<file path="config.mk">
export PLATFORM = sky130hd
export DESIGN_NAME = nest_irq_ctrl
export DESIGN_NICKNAME = d
export VERILOG_FILES = /design/src/rtl/nic_pkg.sv /design/src/rtl/nic_pick.sv /design/src/rtl/nic_isr.sv /design/src/rtl/nic_class.sv /design/src/rtl/nest_irq_ctrl.sv
export SDC_FILE = /design/constraint.sdc
export NUM_CORES = 1
export LEC_CHECK = 0
export CAP_MARGIN = 20
export CORE_ASPECT_RATIO = 2
export CORE_MARGIN = 10
export CORE_UTILIZATION = 40
export DETAILED_ROUTE_END_ITERATION = 8
export DONT_BUFFER_PORTS = 1
export GPL_TIMING_DRIVEN = 0
export PLACE_DENSITY = 0.65
export REMOVE_ABC_BUFFERS = 1
export SKIP_LAST_GASP = 1
export SYNTH_ARGS = -nofsm -noshare
export SYNTH_HDL_FRONTEND = slang
export SYNTH_HIERARCHICAL = 1
export SYNTH_SLANG_ARGS = --single-unit
</file>
<file path="constraint.sdc">
create_clock -name clk -period 59.3 [get_ports clk]
set_input_delay 5.93 -clock clk [delete_from_list [all_inputs] [get_ports clk]]
set_output_delay 5.93 -clock clk [all_outputs]
set_load 0.005 [all_outputs]
</file>
<file path="src/rtl/nic_pkg.sv">
package nic_pkg;
   // register byte offsets
   localparam int unsigned OFS_CTRL    = 'h00;
   localparam int unsigned OFS_EN_NRM  = 'h04;
   localparam int unsigned OFS_EN_FST  = 'h08;
   localparam int unsigned OFS_BASE    = 'h0C;
   localparam int unsigned OFS_VEC_NRM = 'h10;
   localparam int unsigned OFS_VEC_FST = 'h14;
   localparam int unsigned OFS_ISR_NRM = 'h18;
   localparam int unsigned OFS_ISR_FST = 'h1C;
   localparam int unsigned OFS_PRI     = 'h20;
   // priority fields per register and field pitch in bits
   localparam int unsigned PRI_PER_REG = 8;
   localparam int unsigned PRI_PITCH   = 4;
   // class numbering
   localparam int unsigned CLS_NRM = 0;
   localparam int unsigned CLS_FST = 1;
   localparam int unsigned NUM_CLS = 2;
endpackage

</file>
<file path="src/rtl/nic_pick.sv">
module nic_pick #(
   parameter int unsigned N     = 20,
   parameter int unsigned PRI_W = 3,
   parameter int unsigned IDX_W = 5
) (
   input  logic [N-1:0]            cand,
   input  logic [N-1:0][PRI_W-1:0] pri,
   output logic                    found,
   output logic [IDX_W-1:0]        idx,
   output logic [PRI_W-1:0]        lvl
);
   // most urgent level wins, ties resolved toward the lowest index
   always_comb begin
      found = 1'b0;
      idx   = '0;
      lvl   = '0;
      for (int i = 0; i < int'(N); i++) begin
         if (cand[i] && (!found || pri[i] < lvl)) begin
            found = 1'b1;
            idx   = IDX_W'(i);
            lvl   = pri[i];
         end
      end
   end
endmodule

</file>
<file path="src/rtl/nic_isr.sv">
module nic_isr #(
   parameter int unsigned LVL   = 8,
   parameter int unsigned PRI_W = 3
) (
   input  logic             clk,
   input  logic             rst_n,
   input  logic             push,
   input  logic [PRI_W-1:0] push_lvl,
   input  logic             pop,
   output logic [LVL-1:0]   isr,
   output logic [PRI_W:0]   top_lvl
);
   logic [LVL-1:0] isr_q;

   always_ff @(posedge clk or negedge rst_n) begin
      if (!rst_n)
         isr_q <= '0;
      else if (push)
         isr_q <= isr_q | (LVL'(1) << push_lvl);
      else if (pop)
         isr_q <= isr_q & (isr_q - LVL'(1));
   end

   // index of the most urgent in-service level, LVL when none
   always_comb begin
      top_lvl = (PRI_W+1)'(LVL);
      for (int i = int'(LVL) - 1; i >= 0; i--)
         if (isr_q[i]) top_lvl = (PRI_W+1)'(i);
   end

   assign isr = isr_q;
endmodule

</file>
<file path="src/rtl/nic_class.sv">
module nic_class #(
   parameter int unsigned N     = 20,
   parameter int unsigned LVL   = 8,
   parameter int unsigned PRI_W = 3,
   parameter int unsigned IDX_W = 5
) (
   input  logic                    clk,
   input  logic                    rst_n,
   input  logic                    nest_en,
   input  logic [N-1:0]            pend,
   input  logic [N-1:0][PRI_W-1:0] pri,
   input  logic                    vec_rd,
   input  logic                    pop,
   output logic                    line,
   output logic [IDX_W-1:0]        win_idx,
   output logic [LVL-1:0]          isr
);
   logic [PRI_W:0]          top_lvl;
   logic [N-1:0]            elig;
   logic [N-1:0][PRI_W-1:0] pri_eff;
   logic [PRI_W-1:0]        win_lvl;
   logic                    found;

   always_comb begin
      for (int i = 0; i < int'(N); i++) begin
         elig[i]    = pend[i] && (!nest_en || ({1'b0, pri[i]} < top_lvl));
         pri_eff[i] = nest_en ? pri[i] : '0;
      end
   end

   nic_pick #(.N(N), .PRI_W(PRI_W), .IDX_W(IDX_W)) u_pick (
      .cand (elig),
      .pri  (pri_eff),
      .found(found),
      .idx  (win_idx),
      .lvl  (win_lvl)
   );

   nic_isr #(.LVL(LVL), .PRI_W(PRI_W)) u_isr (
      .clk     (clk),
      .rst_n   (rst_n),
      .push    (vec_rd && nest_en && found),
      .push_lvl(win_lvl),
      .pop     (pop),
      .isr     (isr),
      .top_lvl (top_lvl)
   );

   assign line = found;
endmodule

</file>
<file path="src/rtl/nest_irq_ctrl.sv">
module nest_irq_ctrl
   import nic_pkg::*;
#(
   parameter int unsigned NUM_SRC     = 20,
   parameter int unsigned NUM_LVL     = 8,
   parameter int unsigned BASE_W      = 16,
   parameter int unsigned ADDR_W      = 8,
   parameter int unsigned DATA_W      = 32,
   parameter bit          FIQ_PREEMPT = 1'b1
) (
   input  logic               clk,
   input  logic               rst_n,
   input  logic               bus_sel,
   input  logic               bus_wr,
   input  logic [ADDR_W-1:0]  bus_addr,
   input  logic [DATA_W-1:0]  bus_wdata,
   output logic [DATA_W-1:0]  bus_rdata,
   input  logic [NUM_SRC-1:0] src_req,
   output logic               irq_o,
   output logic               fiq_o
);
   localparam int unsigned PRI_W   = $clog2(NUM_LVL);
   localparam int unsigned IDX_W   = $clog2(NUM_SRC);
   localparam int unsigned NUM_PRI = (NUM_SRC + PRI_PER_REG - 1) / PRI_PER_REG;
   localparam int unsigned VEC_W   = 2 + IDX_W + BASE_W;

   initial begin
      assert (DATA_W >= 32) else $error("DATA_W below 32");
      assert (VEC_W <= DATA_W) else $error("vector fields exceed DATA_W");
      assert (PRI_W + 1 <= PRI_PITCH) else $error("priority field too wide");
      assert (NUM_LVL == (1 << PRI_W)) else $error("NUM_LVL not a power of two");
      assert (NUM_SRC <= DATA_W && NUM_SRC >= 2) else $error("NUM_SRC out of range");
      assert (OFS_PRI + 4 * NUM_PRI <= (1 << ADDR_W)) else $error("ADDR_W too small");
   end

   logic wr_en, rd_en;
   assign wr_en = bus_sel && bus_wr;
   assign rd_en = bus_sel && !bus_wr;

   logic [1:0]                       ctrl_q;
   logic [BASE_W-1:0]                base_q;
   logic [NUM_CLS-1:0][NUM_SRC-1:0]  en_q;
   logic [NUM_SRC-1:0][PRI_W-1:0]    pri_q;
   logic [NUM_CLS-1:0]               line_w, vec_rd, pop;
   logic [NUM_CLS-1:0][IDX_W-1:0]    idx_w;
   logic [NUM_CLS-1:0][NUM_LVL-1:0]  isr_w;
   logic [NUM_CLS-1:0][DATA_W-1:0]   vec_w;
   logic [NUM_PRI-1:0][DATA_W-1:0]   pri_rd;
   logic [NUM_LVL-1:0]               isr_irq, isr_fiq;

   // control, base and enable registers
   always_ff @(posedge clk or negedge rst_n) begin
      if (!rst_n) begin
         ctrl_q <= '0;
         base_q <= '0;
         en_q   <= '0;
      end else if (wr_en) begin
         if (bus_addr == ADDR_W'(OFS_CTRL))   ctrl_q <= bus_wdata[1:0];
         if (bus_addr == ADDR_W'(OFS_BASE))   base_q <= bus_wdata[BASE_W-1:0];
         if (bus_addr == ADDR_W'(OFS_EN_NRM)) en_q[CLS_NRM] <= bus_wdata[NUM_SRC-1:0];
         if (bus_addr == ADDR_W'(OFS_EN_FST)) en_q[CLS_FST] <= bus_wdata[NUM_SRC-1:0];
      end
   end

   // per-source priority fields
   for (genvar k = 0; k < int'(NUM_SRC); k++) begin : g_pri
      localparam int unsigned REG_I = k / PRI_PER_REG;
      localparam int unsigned BIT_I = (k % PRI_PER_REG) * PRI_PITCH;
      always_ff @(posedge clk or negedge rst_n) begin
         if (!rst_n)
            pri_q[k] <= '0;
         else if (wr_en && bus_addr == ADDR_W'(OFS_PRI + 4 * REG_I))
            pri_q[k] <= bus_wdata[BIT_I +: PRI_W];
      end
   end

   always_comb begin
      pri_rd = '0;
      for (int k = 0; k < int'(NUM_SRC); k++)
         pri_rd[k / PRI_PER_REG][(k % PRI_PER_REG) * PRI_PITCH +: PRI_W] = pri_q[k];
   end

   // two request classes, each with its own arbiter and in-service stack
   for (genvar c = 0; c < int'(NUM_CLS); c++) begin : g_cls
      localparam int unsigned VEC_OFS = (c == CLS_NRM) ? OFS_VEC_NRM : OFS_VEC_FST;
      localparam int unsigned ISR_OFS = (c == CLS_NRM) ? OFS_ISR_NRM : OFS_ISR_FST;

      assign vec_rd[c] = rd_en && bus_addr == ADDR_W'(VEC_OFS);
      assign pop[c]    = wr_en && bus_addr == ADDR_W'(ISR_OFS) && (bus_wdata != '0);

      nic_class #(.N(NUM_SRC), .LVL(NUM_LVL), .PRI_W(PRI_W), .IDX_W(IDX_W)) u_cls (
         .clk    (clk),
         .rst_n  (rst_n),
         .nest_en(ctrl_q[c]),
         .pend   (src_req & en_q[c]),
         .pri    (pri_q),
         .vec_rd (vec_rd[c]),
         .pop    (pop[c]),
         .line   (line_w[c]),
         .win_idx(idx_w[c]),
         .isr    (isr_w[c])
      );

      assign vec_w[c] = DATA_W'({base_q, idx_w[c], 2'b00});
   end

   assign isr_irq = isr_w[CLS_NRM];
   assign isr_fiq = isr_w[CLS_FST];

   // output lines: optional fast-over-normal precedence in flat mode
   if (FIQ_PREEMPT) begin : g_pre
      assign irq_o = line_w[CLS_NRM] && (ctrl_q[CLS_NRM] || !line_w[CLS_FST]);
   end else begin : g_nopre
      assign irq_o = line_w[CLS_NRM];
   end
   assign fiq_o = line_w[CLS_FST];

   // read mux
   always_comb begin
      bus_rdata = '0;
      if (bus_addr == ADDR_W'(OFS_CTRL))    bus_rdata = DATA_W'(ctrl_q);
      if (bus_addr == ADDR_W'(OFS_EN_NRM))  bus_rdata = DATA_W'(en_q[CLS_NRM]);
      if (bus_addr == ADDR_W'(OFS_EN_FST))  bus_rdata = DATA_W'(en_q[CLS_FST]);
      if (bus_addr == ADDR_W'(OFS_BASE))    bus_rdata = DATA_W'(base_q);
      if (bus_addr == ADDR_W'(OFS_VEC_NRM)) bus_rdata = vec_w[CLS_NRM];
      if (bus_addr == ADDR_W'(OFS_VEC_FST)) bus_rdata = vec_w[CLS_FST];
      if (bus_addr == ADDR_W'(OFS_ISR_NRM)) bus_rdata = DATA_W'(isr_irq);
      if (bus_addr == ADDR_W'(OFS_ISR_FST)) bus_rdata = DATA_W'(isr_fiq);
      for (int r = 0; r < int'(NUM_PRI); r++)
         if (bus_addr == ADDR_W'(OFS_PRI + 4 * r)) bus_rdata = pri_rd[r];
   end
endmodule

</file>
After elaboration in Yosys (flattened, before gate mapping)
Cells that the tools add are included.
{"block": "totals", "out_inout_bits": 34, "input_bits": 64, "mem_bits_ro": 0, "latch_bits": 0, "ff_bits": 134, "ram_bits": 0, "memories": 0}
{"block": "classes", "reduce_logical": 223, "add_sub_neg": 2, "mul": 0, "div_mod_pow": 0, "bitwise": 6, "magnitude_cmp": 78, "n_mux": 189, "n_eq_ne": 10, "n_shift": 2}
{"operator": "two-way mux 32 bit", "count": 10}
{"operator": "two-way mux 3 bit", "count": 80}
{"operator": "two-way mux 5 bit", "count": 36}
{"operator": "< comparator 3 x 4 -> 1 bit", "count": 40}
{"operator": "< comparator 3 bit", "count": 38}
{"operator": "logical AND 1 bit", "count": 94}
{"operator": "logical OR 1 bit", "count": 79}
{"operator": "two-way mux 4 bit", "count": 16}
{"operator": "zero test 1 bit", "count": 42}
{"operator": "two-way mux 1 bit", "count": 42}
{"operator": "bitwise AND 20 bit", "count": 2}
{"operator": "equality test 8 x 5 -> 1 bit (second input constant)", "count": 4}
{"operator": "two-way mux 8 bit", "count": 4}
{"operator": "nonzero test 32 bit", "count": 1}
{"operator": "equality test 8 x 6 -> 1 bit (second input constant)", "count": 3}
{"operator": "bitwise AND 8 bit", "count": 2}
{"operator": "equality test 8 x 4 -> 1 bit (second input constant)", "count": 2}
{"operator": "OR 8 bit", "count": 2}
{"operator": "<< shifter 1 x 3 -> 8 bit (first input constant)", "count": 2}
{"operator": "subtractor 8 x 1 -> 8 bit (second input constant)", "count": 2}
{"operator": "equality test 8 x 3 -> 1 bit (second input constant)", "count": 1}
{"operator": "zero test 8 bit", "count": 1}
{"operator": "AND reduction 2 bit", "count": 4}
{"operator": "nonzero test 2 bit", "count": 2}
{"operator": "two-way mux 2 bit", "count": 1}

Depth between registers and ports, before layout
{"block": "logic_depth", "ltp_word": 95, "mapped_depth": 157}

Hierarchy
The synthesis kept the hierarchy.
{"mod": "nest_irq_ctrl", "seq_area_each_um2": 2952.8, "instances": 1, "cells_each": 577, "area_per_inst_um2": 6531.3}
{"mod": "nic_pick (g_cls[0].u_cls.u_pick)", "seq_area_each_um2": 0.0, "instances": 1, "cells_each": 493, "area_per_inst_um2": 3344.5}
{"mod": "nic_pick (g_cls[1].u_cls.u_pick)", "seq_area_each_um2": 0.0, "instances": 1, "cells_each": 466, "area_per_inst_um2": 3136.8}
{"mod": "nic_class (g_cls[1].u_cls)", "seq_area_each_um2": 0.0, "instances": 1, "cells_each": 207, "area_per_inst_um2": 1541.5}
{"mod": "nic_class (g_cls[0].u_cls)", "seq_area_each_um2": 0.0, "instances": 1, "cells_each": 208, "area_per_inst_um2": 1540.2}
{"mod": "nic_isr", "seq_area_each_um2": 200.2, "instances": 2, "cells_each": 48, "area_per_inst_um2": 435.4}

Worst setup path before layout
OpenSTA, ideal clock, no wires.
{"block": "synth_path", "kind": "input port to output port", "from": "input src_req[0]", "to": "output bus_rdata[3]", "path_buffers": 3, "t_required_ps": 53370, "slack_ps": 23883, "t_arrival_ps": 29487, "stages": 142, "path_cell_list": "and2_1 -> nor3b_1 -> a221o_1 -> buf_2 -> nand2_1 -> ha_1 -> a211oi_1 -> a21oi_1 -> a221oi_1 -> inv_1 -> ha_1 -> nor3_1 -> o21ai_0 -> o21a_1 -> nor2_1 -> a21oi_1 -> inv_1 -> ha_1 -> [106 not listed] -> o31a_1 -> a21oi_1 -> ha_1 -> a21oi_1 -> o21ai_0 -> o31ai_4 -> nand2_1 -> o21a_1 -> ha_1 -> o21a_1 -> o22ai_1 -> nand2_1 -> o211ai_4 -> or2_1 -> or2_1 -> mux2_2 -> o221ai_1 -> a21oi_1"}
{"element": "start, declared", "line": "nest_irq_ctrl.sv:18", "rtl": "input logic [NUM_SRC-1:0] src_req,"}
{"element": "end, declared", "line": "nest_irq_ctrl.sv:17", "rtl": "output logic [DATA_W-1:0] bus_rdata,"}

==> metrics.txt <==
post-synth top area share=between 10% and 20%; overall power=about 0.29 mW; Netlist cell types=about 130; Final ANT Viol Nets=0; share of cells above drive strength 1=13.6%; Util after Layout=42.9%; cts bufs inserted=17; fill count=roughly 4300; Multi-input gate area=about 0.013 sq mm; first-pass GRT wire length=slightly below 100000 um; Yosys reg bits=134; outcome=finished clean; setup_tns=0 ns; crit-path max FO=10; post-synth top area cell=dfrtp_1; Max Fclk=approximately 25 MHz; RSZ-0062 raised after global routing=false; crit start category=primary input; Syn Area/Cell=8.29 sq um; DRT Pass-1 Iters=5; Yosys warnings=6; io pins=98; CTS Hold Bufs=0; vias in the first global route=~17000; Syn Std Cell Area=roughly 0.017 sq mm; Leak=between 7 and 8 nW; # resized after CTS=0; row count=about 110; final setup vio count=0; final max-slew violation count=0; VDD IR max=slightly above 0.00002 V; WS Path Type=primary input to output port; Sequential Area=between 0.003 and 0.004 sq mm; Routed WL=63600 um; fin crit share=67.6%; CTS H-tree lvls=4; Final Hold Violating Endpoints=0; Crit. End Element=output port; Die ar.=0.0516 sq mm; fraction of registers with async set/reset=100%; drt first-iter violations=1096; Nets=around 2200; Die Y=~310 um; Die X=166 um; # clock sinks=~130; Clock Root Buffer=clkbuf_16; Gate Count Post-Synth=roughly 2000; worst-case clock buffer depth=2; Worst EP required=about 53 ns; initial core utilization=around two fifths; Worst path slowest cell=o41ai_4; max_cap viols=0; Core Box Area=between 0.04 and 0.05 sq mm; clk_lat worst skew=between 0.4 and 0.5 ns; Slew @ Worst Pin=roughly 1.1 ns; Layout area overhead=6.03%; GRT Overall Usage=a little under a quarter; FF-to-FF Start=g_cls[0].u_cls/u_isr/isr[5]$_DFFE_PN0P_; largest net degree at the start of global routing=approximately 140; gpl congestion=0.973; clock skew=around 0.007 ns; PwrDens=16.0 mW/mm^2; crit path launch=src_req[0]; # DRC=0; DR WL/cell=between 20 and 25 um; sequential share of the synthesized area=19.8%; clock slew at reported path FFs=0.06 ns; Setup Buffers After CTS=0; via count=16624; HPWL Detailed=between 50000 and 60000 um; hold path start=en_q[9]$_DFFE_PN0P_; Slew headroom=between 20% and 30%; dominant cells by area after synthesis=dfrtp_1, ha_1, mux2_2; GRT Residual Overflow=0; Post-synth EDFFs=0; crit path DAT=34.14 ns; Most used DFF post-synth=dfrtp_1; vias per inst=~6.5; CTS tree=done; IO buf count=0; Worst Hold Class=flop to flop; Worst path max stage delay=~0.63 ns; initial antenna violation count=12; Final min period=~40 ns
[synthesized netlist by cell type, types with 33 or more instances]
cell type / instances
inv_1: 102
o21ai_0: 115
ha_1: 134
nor3b_1: 36
nor3_1: 36
nor2_1: 196
mux2_2: 120
nand3_1: 33
mux2i_1: 33
and2_1: 183
o21a_1: 49
a21oi_1: 105
dfrtp_1: 134
nand2_1: 151
[registers in the layout, indices dropped and copies added (netlist names)]
signal,count
g_cls.u_cls/u_isr/isr,16
en_q,40
pri_q,60
ctrl_q,2
base_q,16
[logic make-up (layout without fill, tap and decap cells)]
| kind of cell | Yosys count | count (layout) | synth area share, % |
|---|---|---|---|
| simple gates | 810 | 810 | 26.2 |
| compound gates | 614 | 614 | 27.1 |
| mux | 177 | 177 | 12.1 |
| buf+inv | 171 | 140 | 4.60 |
| fa+ha+maj | 140 | 140 | 10.2 |
| flops | 134 | 134 | 19.8 |
| other cells | 1 | 19 | 0.0221 |
[report_power, final]
part | internal (mW) | switching, mW | total, mW
registers | 0.0936 | 0.00449 | 0.0981
logic | 0.0312 | 0.0498 | 0.0810
clock network | 0.0604 | 0.0485 | 0.109
[per-stage QoR]
| step | hold WS, ns | instance area (sq um) | setup WS [ns] | instances |
|---|---|---|---|---|
| finish | 0.534 | 18000 | 19.23 | 2574 |
| global route | 0.554 | 18000 | 17.08 | 2570 |
| CTS | 0.531 | 17900 | 19.62 | 2558 |
| detailed placement | 0.517 | 17300 | 19.72 | 2526 |
| global placement | 0.506 | 17300 | 20.20 | 2521 |
| floorplan | 0.488 | 16600 | 23.92 | 1981 |
[critical path: cells and delay by family]
kind	cells	cell delay, ns
simple gates	33	4.91
buf+inv	16	1.10
mux	9	2.86
fa+ha+maj	19	4.29
compound gates	58	14.98
[path summary, 6_finish.rpt]
| path | depth (start not counted) | slack, ns | end |
|---|---|---|---|
| setup / recovery | 135 | 19.23 | bus_rdata[5] |
| hold / removal | 1 | 0.53 | en_q[9]$_DFFE_PN0P_ |
| setup reg to reg | 145 | 29.20 | g_cls[0].u_cls/u_isr/isr[5]$_DFFE_PN0P_ |
| hold reg to reg | 1 | 0.53 | en_q[9]$_DFFE_PN0P_ |
| max in group asynchronous | 0 | 53.81 | ctrl_q[0]$_DFFE_PN0P_ |
| min in group asynchronous | 0 | 5.18 | g_cls[1].u_cls/u_isr/isr[4]$_DFFE_PN0P_ |
[final cells by class]
type	count	area share (%)
multi-input combinational	1744	71.4
sequential	134	18.7
clock buffer	17	2.37
tap	540	3.76
antenna	16	0.223
clock inverter	15	0.974
timing repair buffer	5	0.501
inverter	103	2.15
[placed cells by master, fill, tap and decap left out, drive strengths merged, types with 22 or more instances in the layout]
| cell | Yosys | routed |
|---|---|---|
| inv | 103 | 113 |
| mux2 | 142 | 142 |
| nor2 | 198 | 198 |
| o21ai | 127 | 127 |
| nor2b | 25 | 25 |
| o21a | 49 | 49 |
| a31o | 31 | 31 |
| nand2b | 30 | 30 |
| a22oi | 24 | 24 |
| nor3 | 45 | 45 |
| ha | 134 | 134 |
| and2 | 186 | 186 |
| o211ai | 28 | 28 |
| mux2i | 33 | 33 |
| o22ai | 23 | 23 |
| dfrtp | 134 | 134 |
| a21o | 22 | 22 |
| nand3 | 35 | 35 |
| nor3b | 37 | 37 |
| a21oi | 108 | 108 |
| nand2 | 152 | 152 |
[per-layer routing]
layer / vias up / routed length, um / global-route usage, %
li1: 7598 / - / -
met1: 8115 / 22300 / 22.9
met2: 679 / 32700 / 43.0
met3: 232 / 3900 / 4.61
met4: 0 / 4690 / 16.5
met5: - / 0 / 0
Power figures use the tool's default switching activity.
